<file path="config.mk">
export PLATFORM = sky130hd
export DESIGN_NAME = hpc_cmd_engine
export DESIGN_NICKNAME = d
export VERILOG_FILES = /design/src/rtl/hpc_cmd_pkg.sv /design/src/rtl/hpc_cmd_decode.sv /design/src/rtl/hpc_exec_fsm.sv /design/src/rtl/hpc_slot_bank.sv /design/src/rtl/hpc_cmd_engine.sv
export SDC_FILE = /design/constraint.sdc
export NUM_CORES = 1
export LEC_CHECK = 0
export ABC_AREA = 0
export CORE_UTILIZATION = 40
export DETAILED_ROUTE_END_ITERATION = 10
export PLACE_DENSITY = 0.66
export REMOVE_ABC_BUFFERS = 1
export SLEW_MARGIN = 10
export SYNTH_ARGS = -nofsm -noshare
export SYNTH_HDL_FRONTEND = slang
export SYNTH_HIERARCHICAL = 1
export SYNTH_SLANG_ARGS = --single-unit
export TNS_END_PERCENT = 5
</file>
<file path="constraint.sdc">
create_clock -name clk -period 5.1 [get_ports clk]
set_clock_uncertainty 0.1 [all_clocks]
set_input_delay 1.02 -clock clk [delete_from_list [all_inputs] [get_ports clk]]
set_output_delay 1.02 -clock clk [all_outputs]
set_load 0.05 [all_outputs]
</file>
<file path="src/rtl/hpc_cmd_pkg.sv">
package hpc_cmd_pkg;

    typedef enum logic [2:0] {
        OPK_NONE,
        OPK_SLOT,
        OPK_ALL_PWR,
        OPK_ALL_EN,
        OPK_BUS
    } opk_e;

    typedef enum logic [1:0] {
        ST_IDLE,
        ST_RUN,
        ST_FINISH
    } eng_state_e;

    typedef struct packed {
        opk_e       kind;
        logic [7:0] idx;
        logic [1:0] st;
        logic [1:0] pled;
        logic [1:0] aled;
        logic [3:0] mode;
        logic       e_latch;
        logic       e_cmd;
        logic       e_mode;
    } op_t;

    localparam logic [1:0] SLOT_PWRONLY  = 2'd1;
    localparam logic [1:0] SLOT_ENABLED  = 2'd2;
    localparam logic [1:0] SLOT_DISABLED = 2'd3;
    localparam logic [1:0] LED_OFF       = 2'd3;

    localparam logic [7:0] CODE_BUS_A_LAST = 8'h44;
    localparam logic [7:0] CODE_ALL_PWR    = 8'h48;
    localparam logic [7:0] CODE_ALL_EN     = 8'h49;
    localparam logic [7:0] CODE_BUS_B_LO   = 8'h50;
    localparam logic [7:0] CODE_BUS_B_HI   = 8'h5D;
    localparam logic [7:0] CODE_SLOT_END   = 8'h40;

endpackage

</file>
<file path="src/rtl/hpc_cmd_decode.sv">
module hpc_cmd_decode
    import hpc_cmd_pkg::*;
#(
    parameter int NUM_SLOTS  = 4,
    parameter int PROG_LEVEL = 2
) (
    input  logic [15:0]          cmd_word,
    input  logic [NUM_SLOTS-1:0] latch_open,
    output op_t                  op
);
    localparam logic [7:0] SLOT_LIMIT = 8'(NUM_SLOTS);
    localparam bit         HAS_SET_B  = (PROG_LEVEL >= 2);

    logic [7:0] code;
    logic [7:0] tgt;
    logic       tgt_ok;
    logic       sel_open;
    logic       powers_up;

    assign code      = cmd_word[7:0];
    assign tgt       = cmd_word[15:8];
    assign tgt_ok    = (tgt != 8'd0) && (tgt <= SLOT_LIMIT);
    assign powers_up = (code[1:0] == SLOT_PWRONLY) || (code[1:0] == SLOT_ENABLED);

    always_comb begin
        sel_open = 1'b0;
        for (int i = 0; i < NUM_SLOTS; i++) begin
            if (tgt == 8'(i + 1)) sel_open = latch_open[i];
        end
    end

    always_comb begin
        op      = '0;
        op.kind = OPK_NONE;
        if (code < CODE_SLOT_END) begin
            if (!tgt_ok) begin
                op.e_cmd = 1'b1;
            end else if (powers_up && sel_open) begin
                op.e_latch = 1'b1;
            end else begin
                op.kind = OPK_SLOT;
                op.idx  = tgt - 8'd1;
                op.st   = code[1:0];
                op.pled = code[3:2];
                op.aled = code[5:4];
            end
        end else if (code <= CODE_BUS_A_LAST) begin
            if (tgt != 8'd0) op.e_cmd = 1'b1;
            else begin
                op.kind = OPK_BUS;
                op.mode = code[3:0];
            end
        end else if (code == CODE_ALL_PWR || code == CODE_ALL_EN) begin
            if (tgt != 8'd0)      op.e_cmd   = 1'b1;
            else if (|latch_open) op.e_latch = 1'b1;
            else op.kind = (code == CODE_ALL_PWR) ? OPK_ALL_PWR : OPK_ALL_EN;
        end else if (code >= CODE_BUS_B_LO && code <= CODE_BUS_B_HI) begin
            if (tgt != 8'd0)     op.e_cmd  = 1'b1;
            else if (!HAS_SET_B) op.e_mode = 1'b1;
            else begin
                op.kind = OPK_BUS;
                op.mode = code[3:0];
            end
        end else begin
            op.e_cmd = 1'b1;
        end
    end

endmodule

</file>
<file path="src/rtl/hpc_exec_fsm.sv">
module hpc_exec_fsm
    import hpc_cmd_pkg::*;
#(
    parameter int EXEC_CYCLES = 6
) (
    input  logic clk,
    input  logic rst_n,
    input  logic cmd_wr,
    output logic accept,
    output logic finish,
    output logic busy,
    output logic done
);
    localparam int         CNT_W = (EXEC_CYCLES > 2) ? $clog2(EXEC_CYCLES) : 1;
    localparam logic [CNT_W-1:0] RUN_LAST = CNT_W'(EXEC_CYCLES - 2);

    eng_state_e       state_q, state_d;
    logic [CNT_W-1:0] cnt_q;

    always_comb begin
        state_d = state_q;
        unique case (state_q)
            ST_IDLE:   if (cmd_wr) state_d = ST_RUN;
            ST_RUN:    if (cnt_q == RUN_LAST) state_d = ST_FINISH;
            ST_FINISH: state_d = ST_IDLE;
            default:   state_d = ST_IDLE;
        endcase
    end

    always_ff @(posedge clk or negedge rst_n) begin
        if (!rst_n) begin
            state_q <= ST_IDLE;
            cnt_q   <= '0;
            done    <= 1'b0;
        end else begin
            state_q <= state_d;
            done    <= (state_q == ST_FINISH);
            if (state_q == ST_RUN) cnt_q <= cnt_q + 1'b1;
            else                   cnt_q <= '0;
        end
    end

    always_comb begin
        accept = 1'b0;
        finish = 1'b0;
        busy   = 1'b1;
        unique case (state_q)
            ST_IDLE: begin
                busy   = 1'b0;
                accept = cmd_wr;
            end
            ST_RUN:    ;
            ST_FINISH: finish = 1'b1;
            default:   busy = 1'b0;
        endcase
    end

endmodule

</file>
<file path="src/rtl/hpc_slot_bank.sv">
module hpc_slot_bank
    import hpc_cmd_pkg::*;
#(
    parameter int NUM_SLOTS = 4
) (
    input  logic                   clk,
    input  logic                   rst_n,
    input  logic                   apply,
    input  opk_e                   kind,
    input  logic [7:0]             idx,
    input  logic [1:0]             st,
    input  logic [1:0]             pled,
    input  logic [1:0]             aled,
    output logic [2*NUM_SLOTS-1:0] slot_state,
    output logic [2*NUM_SLOTS-1:0] pwr_led,
    output logic [2*NUM_SLOTS-1:0] attn_led
);
    for (genvar g = 0; g < NUM_SLOTS; g++) begin : g_slot
        logic [1:0] st_q, pl_q, al_q;
        logic       hit;

        assign hit = (idx == 8'(g));

        always_ff @(posedge clk or negedge rst_n) begin
            if (!rst_n) begin
                st_q <= SLOT_DISABLED;
                pl_q <= LED_OFF;
                al_q <= LED_OFF;
            end else if (apply) begin
                unique case (kind)
                    OPK_SLOT: if (hit) begin
                        if (st   != 2'd0) st_q <= st;
                        if (pled != 2'd0) pl_q <= pled;
                        if (aled != 2'd0) al_q <= aled;
                    end
                    OPK_ALL_PWR: st_q <= SLOT_PWRONLY;
                    OPK_ALL_EN:  st_q <= SLOT_ENABLED;
                    default: ;
                endcase
            end
        end

        assign slot_state[2*g +: 2] = st_q;
        assign pwr_led[2*g +: 2]    = pl_q;
        assign attn_led[2*g +: 2]   = al_q;
    end

endmodule

</file>
<file path="src/rtl/hpc_cmd_engine.sv">
module hpc_cmd_engine
    import hpc_cmd_pkg::*;
#(
    parameter int NUM_SLOTS   = 4,
    parameter int EXEC_CYCLES = 6,
    parameter int PROG_LEVEL  = 2
) (
    input  logic                   clk,
    input  logic                   rst_n,
    input  logic                   cmd_wr,
    input  logic [15:0]            cmd_word,
    input  logic [NUM_SLOTS-1:0]   latch_open,
    output logic [3:0]             status,
    output logic                   cmd_done,
    output logic [2*NUM_SLOTS-1:0] slot_state,
    output logic [2*NUM_SLOTS-1:0] pwr_led,
    output logic [2*NUM_SLOTS-1:0] attn_led,
    output logic [3:0]             bus_mode
);
    op_t  op_d, op_q;
    logic accept, finish, busy;
    logic err_latch_q, err_cmd_q, err_mode_q;
    logic [3:0] mode_q;

    hpc_cmd_decode #(.NUM_SLOTS(NUM_SLOTS), .PROG_LEVEL(PROG_LEVEL)) u_dec (
        .cmd_word   (cmd_word),
        .latch_open (latch_open),
        .op         (op_d)
    );

    hpc_exec_fsm #(.EXEC_CYCLES(EXEC_CYCLES)) u_fsm (
        .clk    (clk),
        .rst_n  (rst_n),
        .cmd_wr (cmd_wr),
        .accept (accept),
        .finish (finish),
        .busy   (busy),
        .done   (cmd_done)
    );

    always_ff @(posedge clk or negedge rst_n) begin
        if (!rst_n) begin
            op_q        <= '0;
            mode_q      <= '0;
            err_latch_q <= 1'b0;
            err_cmd_q   <= 1'b0;
            err_mode_q  <= 1'b0;
        end else if (accept) begin
            op_q        <= op_d;
            err_latch_q <= 1'b0;
            err_cmd_q   <= 1'b0;
            err_mode_q  <= 1'b0;
        end else if (finish) begin
            err_latch_q <= op_q.e_latch;
            err_cmd_q   <= op_q.e_cmd;
            err_mode_q  <= op_q.e_mode;
            if (op_q.kind == OPK_BUS) mode_q <= op_q.mode;
        end
    end

    hpc_slot_bank #(.NUM_SLOTS(NUM_SLOTS)) u_bank (
        .clk        (clk),
        .rst_n      (rst_n),
        .apply      (finish),
        .kind       (op_q.kind),
        .idx        (op_q.idx),
        .st         (op_q.st),
        .pled       (op_q.pled),
        .aled       (op_q.aled),
        .slot_state (slot_state),
        .pwr_led    (pwr_led),
        .attn_led   (attn_led)
    );

    assign status   = {err_mode_q, err_cmd_q, err_latch_q, busy};
    assign bus_mode = mode_q;

endmodule

</file>
==> results by group <==
Timing
  – Sum of negative setup slack: 0 ns
  – PnR worst setup slack: approximately 2.1 ns
  – Fmax: 331 MHz
  – Final Hold Fails: 0
  – Max_slew headroom: a little under two fifths
  – Final period util: approximately 60%
  – RSZ-0062 raised after global routing: false
  – Clock period minus final worst setup slack: 3.02 ns
  – Final hold slack: between 0.3 and 0.4 ns
  – Final Setup Violations: 0
  – Least-Margin Pin Slew: 0.931 ns
  – Max-slew violation count: 0

Synthesis
  – Mapped cell area: about 3400 um2
  – Post-Synthesis Cells: between 200 and 300
  – Commonest cells post-synth: mux2_2, dfrtp_1, nor2_1, dfstp_2, ha_1
  – Number of synthesized flops with an enable pin: 0
  – Yosys Warn Count: 6
  – Post-Syn Area per Cell: 11.7 um2
  – Yosys top cell area share: 26.9%
  – Ys flop type: dfrtp_1
  – Most frequent cell after synthesis: mux2_2
  – Asr flop ratio synth: 100%
  – Number of synthesized register bits: just over 60
  – Leading area contributor after synthesis: dfrtp_1
  – Area contributors post-synth: dfrtp_1, dfstp_2, mux2_2, ha_1, nor2_1
  – Yosys cell types: 60
  – Register area share after synthesis: between 40% and 50%

Cells and area
  – Share of cells above drive strength 1: 31.5%
  – N_diodes: 0
  – Final nets: 385
  – Number of fill cells in the layout: 754
  – Layout Area Growth over Synthesis: 23.3%

Drt
  – Routed Antenna Nets: 0
  – Drt pass-1 iters: 5
  – Total vias in the final route: ~2400
  – Post-Route WL: 7.10 mm
  – Drt drc: 0
  – Via/cell ratio: between 5 and 6
  – DRT iter0 DRCs: around 190
  – Routed len/inst: around 16 um

Pwr
  – PD cells: a little over 300 nW/um2
  – Combinational share of power: about a quarter
  – Switch share: between 20% and 30%
  – Leakage: ~1.8 nW
  – Max rail drop VDD: 275 uV
  – Switching power of the nets: around 390 uW
  – Internal Power: around 910 uW
  – Clock Power Share: between 30% and 40%
  – Sequential share of power: between 40% and 50%

Worst setup path
  – Crit path kind: flop to primary output
  – Crit. End Element: primary output
  – CP arrival: about 1.9 ns
  – CP Max Fanout: 4
  – Slowest CP cell: clkdlybuf4s50_1
  – CP Launch Point: u_fsm/state_q[0]$_DFFE_PN0P_
  – Worst EP required: between 3 and 4 ns
  – Reg2reg start: u_fsm/state_q[0]$_DFFE_PN0P_
  – CP Capture Point: status[0]
  – Flop-to-flop setup slack: between 2 and 3 ns
  – R2R cell count: 5
  – Startpoint types: flop
  – Crit-path cells: inv_1 -> ha_1 -> clkdlybuf4s50_1
  – Reg2reg end: u_bank/g_slot[2].al_q[1]$_DFFE_PN1P_
  – CP peak stage delay: just under 0.8 ns

CTS
  – Clock buffer depth: 2
  – Post-CTS Setup Repair Bufs: 0
  – # hold bufs at CTS: 0
  – Root buf cell: clkbuf_8
  – CTS buffer count: 9
  – CTS resizes: 0
  – TritonCTS Sinks: just over 60
  – # H-tree levels: 3
  – Clk slew on worst S/H paths: 0.07 ns
  – CTS tree: built
  – Worst skew pair latency: ~0.34 ns

Place
  – DP Wirelength: about 5 mm
  – IO Port Bufs: 55
  – Post-Place Worst Slack: between 1.5 and 2 ns
  – GP Congestion: 0.864

GRT
  – Remaining Overflow, GRT: 0
  – GR Util All Layers: between 10% and 20%
  – Vias in the first global route: 2370
  – Initial antenna violation count: 0
  – Largest net degree at the start of global routing: slightly above 60
  – First-pass GRT wire length: between 10 and 15 mm

Die
  – Top-Level Pins: 56
  – Die ar.: ~9000 um2
  – Core Area: approximately 8300 um2
  – Std cell rows: 33
  – DIE WIDTH: ~95 um
  – Initial core utilization: 41.7%
  – Die height: about 95 um

Job
  – Max-cap viol count: 0

Outcome
  – Status: finished, final reports clean

Worst hold path
  – Min-delay worst type: flop to flop
## stage by stage
| step | instance area, um2 | utilization, % | instances | total power [mW] |
|---|---|---|---|---|
| after global routing | 4240 | 51.4 | 457 | 1.35 |
| final | 4240 | 51.4 | 457 | 1.29 |
| after CTS | 4240 | 51.3 | 457 | 1.31 |
| after detailed placement | 4030 | 48.8 | 441 | 0.857 |
| after floorplan | 3330 | - | 279 | 0.752 |
| after global placement | 4030 | 48.8 | 441 | 0.851 |
## routing by layer
metal / up-vias / global-route usage (%) / part of all wire, %
li1: 1179 / - / -
met1: 1178 / 24.2 / 50
met2: 50 / 25.5 / 45
met3: 6 / 4.35 / 3.5
met4: 0 / 7.58 / 1.5
met5: - / 0 / 0
## layout make-up
class                   instances  area (um2)  share of cell area, %
multi-input cells             206        1740                   41.0
flip-flops and latches         61        1560                   36.7
repair buffers                 57         561                   13.2
clock buffers                  13         169                   3.98
well taps                     105         131                   3.10
inverters                      12        45.0                   1.06
clock inverters                 3        42.5                   1.00
## how the worst min path moves through the flow
stage	startpoint	end	depth (start not counted)
global route	u_fsm/cnt_q[0]$_DFF_PN0_	u_fsm/cnt_q[0]$_DFF_PN0_	1
finish	u_fsm/cnt_q[0]$_DFF_PN0_	u_fsm/cnt_q[0]$_DFF_PN0_	1
detailed placement	u_fsm/cnt_q[0]$_DFF_PN0_	u_fsm/cnt_q[0]$_DFF_PN0_	1
floorplan	u_fsm/cnt_q[0]$_DFF_PN0_	u_fsm/cnt_q[0]$_DFF_PN0_	1
global placement	u_fsm/cnt_q[0]$_DFF_PN0_	u_fsm/cnt_q[0]$_DFF_PN0_	1
CTS	u_fsm/cnt_q[0]$_DFF_PN0_	u_fsm/cnt_q[0]$_DFF_PN0_	1
## registers in the layout, indices dropped and copies added (netlist names)
name                flops
op_q                   24
u_bank/g_slot.al_q      8
u_bank/g_slot.pl_q      8
u_bank/g_slot.st_q      8
bus_mode                4
u_fsm/cnt_q             3
u_fsm/state_q           2
err_cmd_q               1
err_latch_q             1
err_mode_q              1
u_fsm/done              1
## power by group through the flow
| stage | logic (mW) | clock network, mW | registers (mW) |
|---|---|---|---|
| 2_1_floorplan | 0.180 | 0 | 0.572 |
| 3_3_place_gp | 0.311 | 0 | 0.540 |
| 3_5_place_dp | 0.316 | 0 | 0.542 |
| 4_1_cts | 0.317 | 0.460 | 0.534 |
| 5_1_grt | 0.338 | 0.478 | 0.536 |
| 6_report | 0.312 | 0.448 | 0.533 |
## logic make-up after synthesis
| group | synth area share (%) |
|---|---|
| DFF | 45.2 |
| adders and majority gates | 5.45 |
| muxes | 16.4 |
| other | 0.109 |
| xor gates and xnor gates | 1.74 |
| and+or+nand+nor | 18.0 |
| buffers and inverters | 4.47 |
| AOI/OAI and AO/OA | 8.72 |
## layout by cell type (no fill, tap or decap), types with 2 or more instances in the layout
master           count
ha_1                15
o21ai_0              5
nor2_2               3
or4_4                4
nor4_2               4
nor3_1               3
mux2_4               4
o31ai_1              5
clkbuf_8            12
and2_1               5
nor4b_1              2
nand2b_1             3
clkdlybuf4s50_1     54
mux2i_1              3
nor2_1              27
nand2_1              5
a21oi_1              6
xor2_1               3
nand3b_1             2
buf_4                2
dfrtp_1             37
a211oi_1             8
nor3b_1              2
a31oi_1              4
o211ai_1             8
or4b_1               2
nor4_1               7
nor2b_1              4
inv_1               12
xnor2_1              2
mux2_2              42
nor4bb_1             3
dfstp_2             24
## critical path, delay by kind of cell, from the launching register on
kind                     cells  cell delay [ns]
buffers and inverters        2             0.89
flip-flops                   1             0.40
adder cells (fa/ha/maj)      1             0.28
Note: power is estimated with default switching activity, not from simulation.
